===== config.mk =====
export PLATFORM = sky130hd
export DESIGN_NAME = acc_alu
export DESIGN_NICKNAME = d
export VERILOG_FILES = /design/src/rtl/acc_alu_pkg.sv /design/src/rtl/acc_alu_operand.sv /design/src/rtl/acc_alu_core.sv /design/src/rtl/acc_alu_regs.sv /design/src/rtl/acc_alu.sv
export SDC_FILE = /design/constraint.sdc
export NUM_CORES = 1
export LEC_CHECK = 0
export CORE_MARGIN = 2
export CORE_UTILIZATION = 62
export CTS_CLUSTER_DIAMETER = 50
export DETAILED_ROUTE_END_ITERATION = 10
export DONT_BUFFER_PORTS = 1
export MAX_ROUTING_LAYER = met4
export PLACE_DENSITY = 0.78
export RECOVER_POWER = 25
export SETUP_SLACK_MARGIN = 0.4
export SYNTH_ARGS = -nofsm -noshare
export SYNTH_HDL_FRONTEND = slang
export SYNTH_SLANG_ARGS = --single-unit
export TNS_END_PERCENT = 50

===== constraint.sdc =====
create_clock -name clk -period 12.45 [get_ports clk]
set_input_delay 2.49 -clock clk [delete_from_list [all_inputs] [get_ports clk]]
set_output_delay 2.49 -clock clk [all_outputs]
set_load 0.03 [all_outputs]

===== src/rtl/acc_alu_pkg.sv =====
package acc_alu_pkg;

  typedef enum logic [2:0] {
    OP_ADD = 3'd0,
    OP_SUB = 3'd1,
    OP_AND = 3'd2,
    OP_OR  = 3'd3,
    OP_XOR = 3'd4,
    OP_CMP = 3'd5,
    OP_TST = 3'd6,
    OP_RSV = 3'd7
  } alu_op_e;

  typedef struct packed {
    logic neg;
    logic zero;
    logic ovf;
    logic carry;
  } alu_flags_t;

  function automatic logic op_writes_acc(alu_op_e op);
    return (op == OP_ADD) || (op == OP_SUB) || (op == OP_AND) ||
           (op == OP_OR)  || (op == OP_XOR);
  endfunction

  function automatic logic op_sets_flags(alu_op_e op);
    return op_writes_acc(op) || (op == OP_CMP) || (op == OP_TST);
  endfunction

endpackage


===== src/rtl/acc_alu_operand.sv =====
module acc_alu_operand
  import acc_alu_pkg::*;
#(
  parameter int DATA_W  = 32,
  parameter int GUARD_W = 4,
  parameter int NUM_ACC = 2,
  localparam int ACC_W  = DATA_W + GUARD_W,
  localparam int SEL_W  = (NUM_ACC > 1) ? $clog2(NUM_ACC) : 1
) (
  input  logic [ACC_W-1:0]  acc_i [NUM_ACC],
  input  logic [SEL_W-1:0]  src_sel_i,
  input  logic [DATA_W-1:0] y_i,
  output logic [ACC_W-1:0]  src_o,
  output logic [ACC_W-1:0]  y_sext_o,
  output logic [ACC_W-1:0]  y_zext_o
);

  always_comb begin
    src_o = '0;
    for (int k = 0; k < NUM_ACC; k++) begin
      if (src_sel_i == SEL_W'(k)) src_o = acc_i[k];
    end
  end

  assign y_sext_o = {{GUARD_W{y_i[DATA_W-1]}}, y_i};
  assign y_zext_o = {{GUARD_W{1'b0}}, y_i};

endmodule


===== src/rtl/acc_alu_core.sv =====
module acc_alu_core
  import acc_alu_pkg::*;
#(
  parameter int DATA_W  = 32,
  parameter int GUARD_W = 4,
  localparam int ACC_W  = DATA_W + GUARD_W
) (
  input  logic [ACC_W-1:0] a_i,
  input  logic [ACC_W-1:0] y_sext_i,
  input  logic [ACC_W-1:0] y_zext_i,
  input  alu_op_e          op_i,
  output logic [ACC_W-1:0] res_o,
  output alu_flags_t       flags_o,
  output logic             wr_o,
  output logic             fl_o
);

  logic [ACC_W:0]   sum_w;
  logic [ACC_W:0]   dif_w;
  logic             carry_w;
  logic [GUARD_W:0] top_bits;

  assign sum_w = {1'b0, a_i} + {1'b0, y_sext_i};
  assign dif_w = {1'b0, a_i} + {1'b0, ~y_sext_i} + {{ACC_W{1'b0}}, 1'b1};

  always_comb begin
    res_o   = a_i;
    carry_w = 1'b0;
    unique case (op_i)
      OP_ADD:         begin res_o = sum_w[ACC_W-1:0]; carry_w = sum_w[ACC_W]; end
      OP_SUB, OP_CMP: begin res_o = dif_w[ACC_W-1:0]; carry_w = dif_w[ACC_W]; end
      OP_AND, OP_TST: res_o = a_i & y_zext_i;
      OP_OR:          res_o = a_i | y_zext_i;
      OP_XOR:         res_o = a_i ^ y_zext_i;
      default:        res_o = a_i;
    endcase
  end

  assign top_bits      = res_o[ACC_W-1:DATA_W-1];
  assign flags_o.neg   = res_o[ACC_W-1];
  assign flags_o.zero  = (res_o == '0);
  assign flags_o.ovf   = (|top_bits) && !(&top_bits);
  assign flags_o.carry = carry_w;

  assign wr_o = op_writes_acc(op_i);
  assign fl_o = op_sets_flags(op_i);

endmodule


===== src/rtl/acc_alu_regs.sv =====
module acc_alu_regs
  import acc_alu_pkg::*;
#(
  parameter int DATA_W  = 32,
  parameter int GUARD_W = 4,
  parameter int NUM_ACC = 2,
  localparam int ACC_W  = DATA_W + GUARD_W,
  localparam int SEL_W  = (NUM_ACC > 1) ? $clog2(NUM_ACC) : 1
) (
  input  logic             clk,
  input  logic             rst_n,
  input  logic             valid_i,
  input  logic             wr_i,
  input  logic             fl_i,
  input  logic [SEL_W-1:0] dst_i,
  input  logic [ACC_W-1:0] res_i,
  input  alu_flags_t       flags_i,
  output logic [ACC_W-1:0] acc_o [NUM_ACC],
  output alu_flags_t       flags_o
);

  for (genvar i = 0; i < NUM_ACC; i++) begin : g_acc
    always_ff @(posedge clk or negedge rst_n) begin
      if (!rst_n) begin
        acc_o[i] <= '0;
      end else if (valid_i && wr_i && (dst_i == SEL_W'(i))) begin
        acc_o[i] <= res_i;
      end
    end

    // only the selected destination may change
    a_r5_other_hold: assert property (@(posedge clk) disable iff (!rst_n)
      (valid_i && wr_i && (dst_i != SEL_W'(i))) |=> $stable(acc_o[i]));

    // flag-only opcodes never touch an accumulator
    a_r9_flag_only_hold: assert property (@(posedge clk) disable iff (!rst_n)
      (valid_i && fl_i && !wr_i) |=> $stable(acc_o[i]));
  end

  always_ff @(posedge clk or negedge rst_n) begin
    if (!rst_n) begin
      flags_o <= '0;
    end else if (valid_i && fl_i) begin
      flags_o <= flags_i;
    end
  end

  // idle edges leave flags alone
  a_r11_idle_flags: assert property (@(posedge clk) disable iff (!rst_n)
    !valid_i |=> $stable(flags_o));

  // zero flag agrees with the accumulator just written
  a_r6_zero_tracks: assert property (@(posedge clk) disable iff (!rst_n)
    (valid_i && wr_i) |=> (flags_o.zero == (acc_o[$past(dst_i)] == '0)));

  // negative flag agrees with the sign of the accumulator just written
  a_r6_neg_tracks: assert property (@(posedge clk) disable iff (!rst_n)
    (valid_i && wr_i) |=> (flags_o.neg == acc_o[$past(dst_i)][ACC_W-1]));

  // overflow agrees with the guard bits of the accumulator just written
  a_r7_ovf_tracks: assert property (@(posedge clk) disable iff (!rst_n)
    (valid_i && wr_i) |=> (flags_o.ovf ==
      ((|acc_o[$past(dst_i)][ACC_W-1:DATA_W-1]) && !(&acc_o[$past(dst_i)][ACC_W-1:DATA_W-1]))));

endmodule


===== src/rtl/acc_alu.sv =====
module acc_alu
  import acc_alu_pkg::*;
#(
  parameter int DATA_W  = 32,
  parameter int GUARD_W = 4,
  localparam int ACC_W  = DATA_W + GUARD_W,
  localparam int NUM_ACC = 2
) (
  input  logic              clk,
  input  logic              rst_n,
  input  logic              op_valid_i,
  input  logic [2:0]        op_code_i,
  input  logic              src_sel_i,
  input  logic              dst_sel_i,
  input  logic [DATA_W-1:0] y_i,
  output logic [ACC_W-1:0]  acc0_o,
  output logic [ACC_W-1:0]  acc1_o,
  output logic [3:0]        flags_o
);

  logic [ACC_W-1:0] acc_q [NUM_ACC];
  logic [ACC_W-1:0] src_w, ys_w, yz_w, res_w;
  alu_flags_t       nxt_flags, flags_q;
  logic             wr_w, fl_w;
  alu_op_e          op_w;

  assign op_w = alu_op_e'(op_code_i);

  acc_alu_operand #(.DATA_W(DATA_W), .GUARD_W(GUARD_W), .NUM_ACC(NUM_ACC)) u_operand (
    .acc_i     (acc_q),
    .src_sel_i (src_sel_i),
    .y_i       (y_i),
    .src_o     (src_w),
    .y_sext_o  (ys_w),
    .y_zext_o  (yz_w)
  );

  acc_alu_core #(.DATA_W(DATA_W), .GUARD_W(GUARD_W)) u_core (
    .a_i      (src_w),
    .y_sext_i (ys_w),
    .y_zext_i (yz_w),
    .op_i     (op_w),
    .res_o    (res_w),
    .flags_o  (nxt_flags),
    .wr_o     (wr_w),
    .fl_o     (fl_w)
  );

  acc_alu_regs #(.DATA_W(DATA_W), .GUARD_W(GUARD_W), .NUM_ACC(NUM_ACC)) u_regs (
    .clk     (clk),
    .rst_n   (rst_n),
    .valid_i (op_valid_i),
    .wr_i    (wr_w),
    .fl_i    (fl_w),
    .dst_i   (dst_sel_i),
    .res_i   (res_w),
    .flags_i (nxt_flags),
    .acc_o   (acc_q),
    .flags_o (flags_q)
  );

  assign acc0_o  = acc_q[0];
  assign acc1_o  = acc_q[1];
  assign flags_o = flags_q;

  // the reserved opcode changes nothing
  a_r11_reserved_hold: assert property (@(posedge clk) disable iff (!rst_n)
    (op_valid_i && op_code_i == 3'd7) |=> ($stable(acc0_o) && $stable(acc1_o) && $stable(flags_o)));

  // logical results never carry
  a_r8_logic_no_carry: assert property (@(posedge clk) disable iff (!rst_n)
    (op_valid_i && (op_code_i inside {3'd2, 3'd3, 3'd4, 3'd6})) |=> !flags_o[0]);

endmodule


==> out/metrics.yaml <==
cts:
  clk_latency_ps: 350
  htree_num_levels: 3
  clockBufferDepth: 2
  post-cts-setup-buffers: 0
  cts_resized: 0
  cts-root-buf: "clkbuf_16"
  cts_buffers: 9
  tritoncts: "yes"
  cts.sinks: 76
  clk_pin_slew_ps: 70
  hold_buffers: 0
timing:
  rsz0062_at_grt: "no"
  worst_hold_slack_ps: 691
  tns_ps: 0
  slew_headroom_pct: 29.8
  slew_violations: 0
  skew_ps: 7.63
  finalCriticalPeriod_ps: 7130
  max_freq_ghz: 0.140
  fin_crit_sh_pct: 57.3
  setup_viol: 0
  worstMarginPinSlew_ps: 1050
  fin_ws_ps: 5320
  hold_viol: 0
setup_path:
  required_ps: 12740
  worstSetupStartpointType: "input port"
  path_max_fanout: 36
  end_kind: "flip-flop"
  critPathLaunch: "src_sel_i"
  cp_data_arrival_time_ps: 7420
  ff2ff_path_depth: 15
  r2r_start: "u_regs.acc_o[11]"
  path_class: "in2reg"
  slowest_stage: "a2111oi_0"
  cpPeakStageDelay_ps: 790
  crit_chain: "mux2_2 -> inv_1 -> ha_1 -> o21ai_0 -> a2111oi_0 -> o211ai_1 -> a311oi_1 -> a211oi_1 -> xnor2_1 -> nand2_1 -> a32oi_1 -> o21bai_1 -> or4_1 -> a2111oi_2 -> a22o_1"
layout:
  diodes: 0
  syn_to_final_growth_pct: 3.32
  finalNonFillerCells: 1472
  final_util_pct: 65.9
  drive_above_1_share_pct: 7.85
  nets: 1412
  final_area_sq_um: 10100
routing:
  wirelength_um: 38100
  drt-initial-drc-count: 1417
  antenna_left: 0
  avgViaCountPerCell: 7.04
  drc: 0
  wire_per_inst_um: 25.9
  dr.pass1.iters: 6
  vias: 10400
power_and_ir_drop:
  leakagePower_nw: 4.67
  seqPwrFrac_pct: 27.4
  p_switching_mw: 1.46
  total_power_mw: 2.47
  peakVddDrop_mv: 0.147
  power_frac_comb_pct: 61.6
  p_clk_share_pct: 11.0
  p_int_mw: 1.01
  pwr_density_cell_nw_per_um2: 245
  p_sw_share_pct: 59.1
die:
  fp.dieArea_sq_um: 16800
  core-area_sq_um: 15300
  initial_core_util_pct: 63.8
  die_h_um: 129
  dieWidth_um: 129
  num_io_pins: 116
  placementRows: 45
hold_path:
  hp-start: "u_regs.acc_o[56]"
  min_delay_path_depth: 2
  min_path_type: "reg2reg"
logic_synthesis:
  ys.flop_type: "dfrtp_1"
  yosysWarnings: 0
  synth_nets: 1469
  syn_area_per_cell_sq_um: 7.44
  ys_seq_area_share_pct: 19.5
  synthCells: 1313
  synthArstFlopShare_pct: 100
  ys_ff_latch: 76
  synth_edf_count: 0
  ys_types: 80
  syn-cell-area_sq_um: 9760
grt:
  grt_pass1_wl_um: 56400
  antenna_found_initial: 0
  overflow: 0
  grt_usage_pct: 45.9
  grt_start_max_net_pins: 77
  first_global_vias: 9814
place:
  portBuffers: 0
  dp.cells: 1456
  gp_congestion: 1.04
  dp_slack_ps: 5110
  placed_area_sq_um: 9790
  dpl.hpwl_um: 27500
flow_run:
  cap_violations: 0
outcome:
  status: "finished, final reports clean"
==> worst max-delay path: cells and delay by family <==
family | cells | cell delay (ps)
buffers and inverters | 1 | 70
multiplexers | 1 | 270
AND/OR/NAND/NOR | 2 | 620
adder cells (fa/ha/maj) | 1 | 650
XOR/XNOR | 1 | 150
AO/OA/AOI/OAI | 9 | 3150
==> power by group through the flow <==
stage | Clock, mW | Sequential [mW] | Combinational (mW)
finish | 0.271 | 0.676 | 1.52
global route | 0.280 | 0.684 | 1.64
CTS | 0.270 | 0.672 | 1.46
detailed placement | 0 | 0.677 | 1.45
global placement | 0 | 0.676 | 1.44
floorplan | 0 | 0.617 | 1.11
==> layout make-up <==
cell class | instances | area, sq um
multi-input combinational | 1043 | 7110
timing repair buffer | 11 | 82.6
clock inverter | 7 | 76.3
fill | 1391 | 5230
inverter | 115 | 432
clock buffer | 9 | 225
tap | 211 | 264
sequential | 76 | 1900
==> flip-flops by register name, summed over array words and instances, names as in the netlist <==
signal and flops:
u_regs.acc_o 72, u_regs.flags_o 4
==> synth_stat cells, types with 17 or more instances <==
master    number  share of area, %
dfrtp_1       76                19
xnor2_1       21               1.9
mux2_2        43               5.0
a211oi_1      17               1.3
mux2i_1       33               3.4
o21ai_0       76               3.9
clkbuf_1      49               1.9
nor3_1        26               1.3
nand3_1       31               1.6
a21o_1        18               1.4
a21oi_1      133               6.8
ha_1         114                15
buf_2         19              0.97
nand2_1      174               6.7
nor2_1        97               3.7
inv_1        110               4.2
==> worst paths after layout <==
kind	to	slack (ps)
min in group asynchronous	u_regs.acc_o[21]	1830
min reg2reg	u_regs.acc_o[56]	690
max	u_regs.flags_o[2]	5320
min	u_regs.acc_o[56]	690
max reg2reg	u_regs.flags_o[2]	6910
max in group asynchronous	u_regs.acc_o[13]	10520
==> cell families after synthesis <==
group	Yosys count	synth area share, %
fa+ha+maj	116	15.0
mux	76	8.34
xor+xnor	26	2.33
simple gates	411	19.1
compound gates	414	28.0
buf+inv	194	7.82
flops	76	19.5
==> layer usage <==
layer | vias to the layer above | GRT usage, % | wire [um]
li1 | 4607 | - | -
met4 | 0 | 21.1 | 2050
met3 | 158 | 12.5 | 4610
met5 | - | - | 0
met2 | 726 | 70.6 | 16900
met1 | 4866 | 56.3 | 14500
==> cells in the final DEF, fill, tap and decap left out, types with 8 or more instances in the layout <==
| cell | instances |
|---|---|
| clkbuf_16 | 9 |
| a31oi_1 | 16 |
| mux2_2 | 43 |
| nand3_1 | 30 |
| a221oi_1 | 9 |
| o21bai_1 | 9 |
| a21o_1 | 18 |
| nor3_1 | 26 |
| mux2i_1 | 33 |
| nor4_1 | 14 |
| o211ai_1 | 14 |
| a221o_1 | 8 |
| buf_4 | 11 |
| inv_1 | 110 |
| nand2_1 | 174 |
| nor2b_1 | 9 |
| ha_1 | 114 |
| o22ai_1 | 12 |
| o21ai_0 | 76 |
| nor2_1 | 96 |
| nand2b_1 | 8 |
| a211oi_1 | 17 |
| xnor2_1 | 21 |
| o31ai_1 | 15 |
| dfrtp_1 | 76 |
| nand4_1 | 11 |
| or3_1 | 11 |
| a21oi_1 | 133 |
No activity file was read; power rests on OpenSTA's default activity.
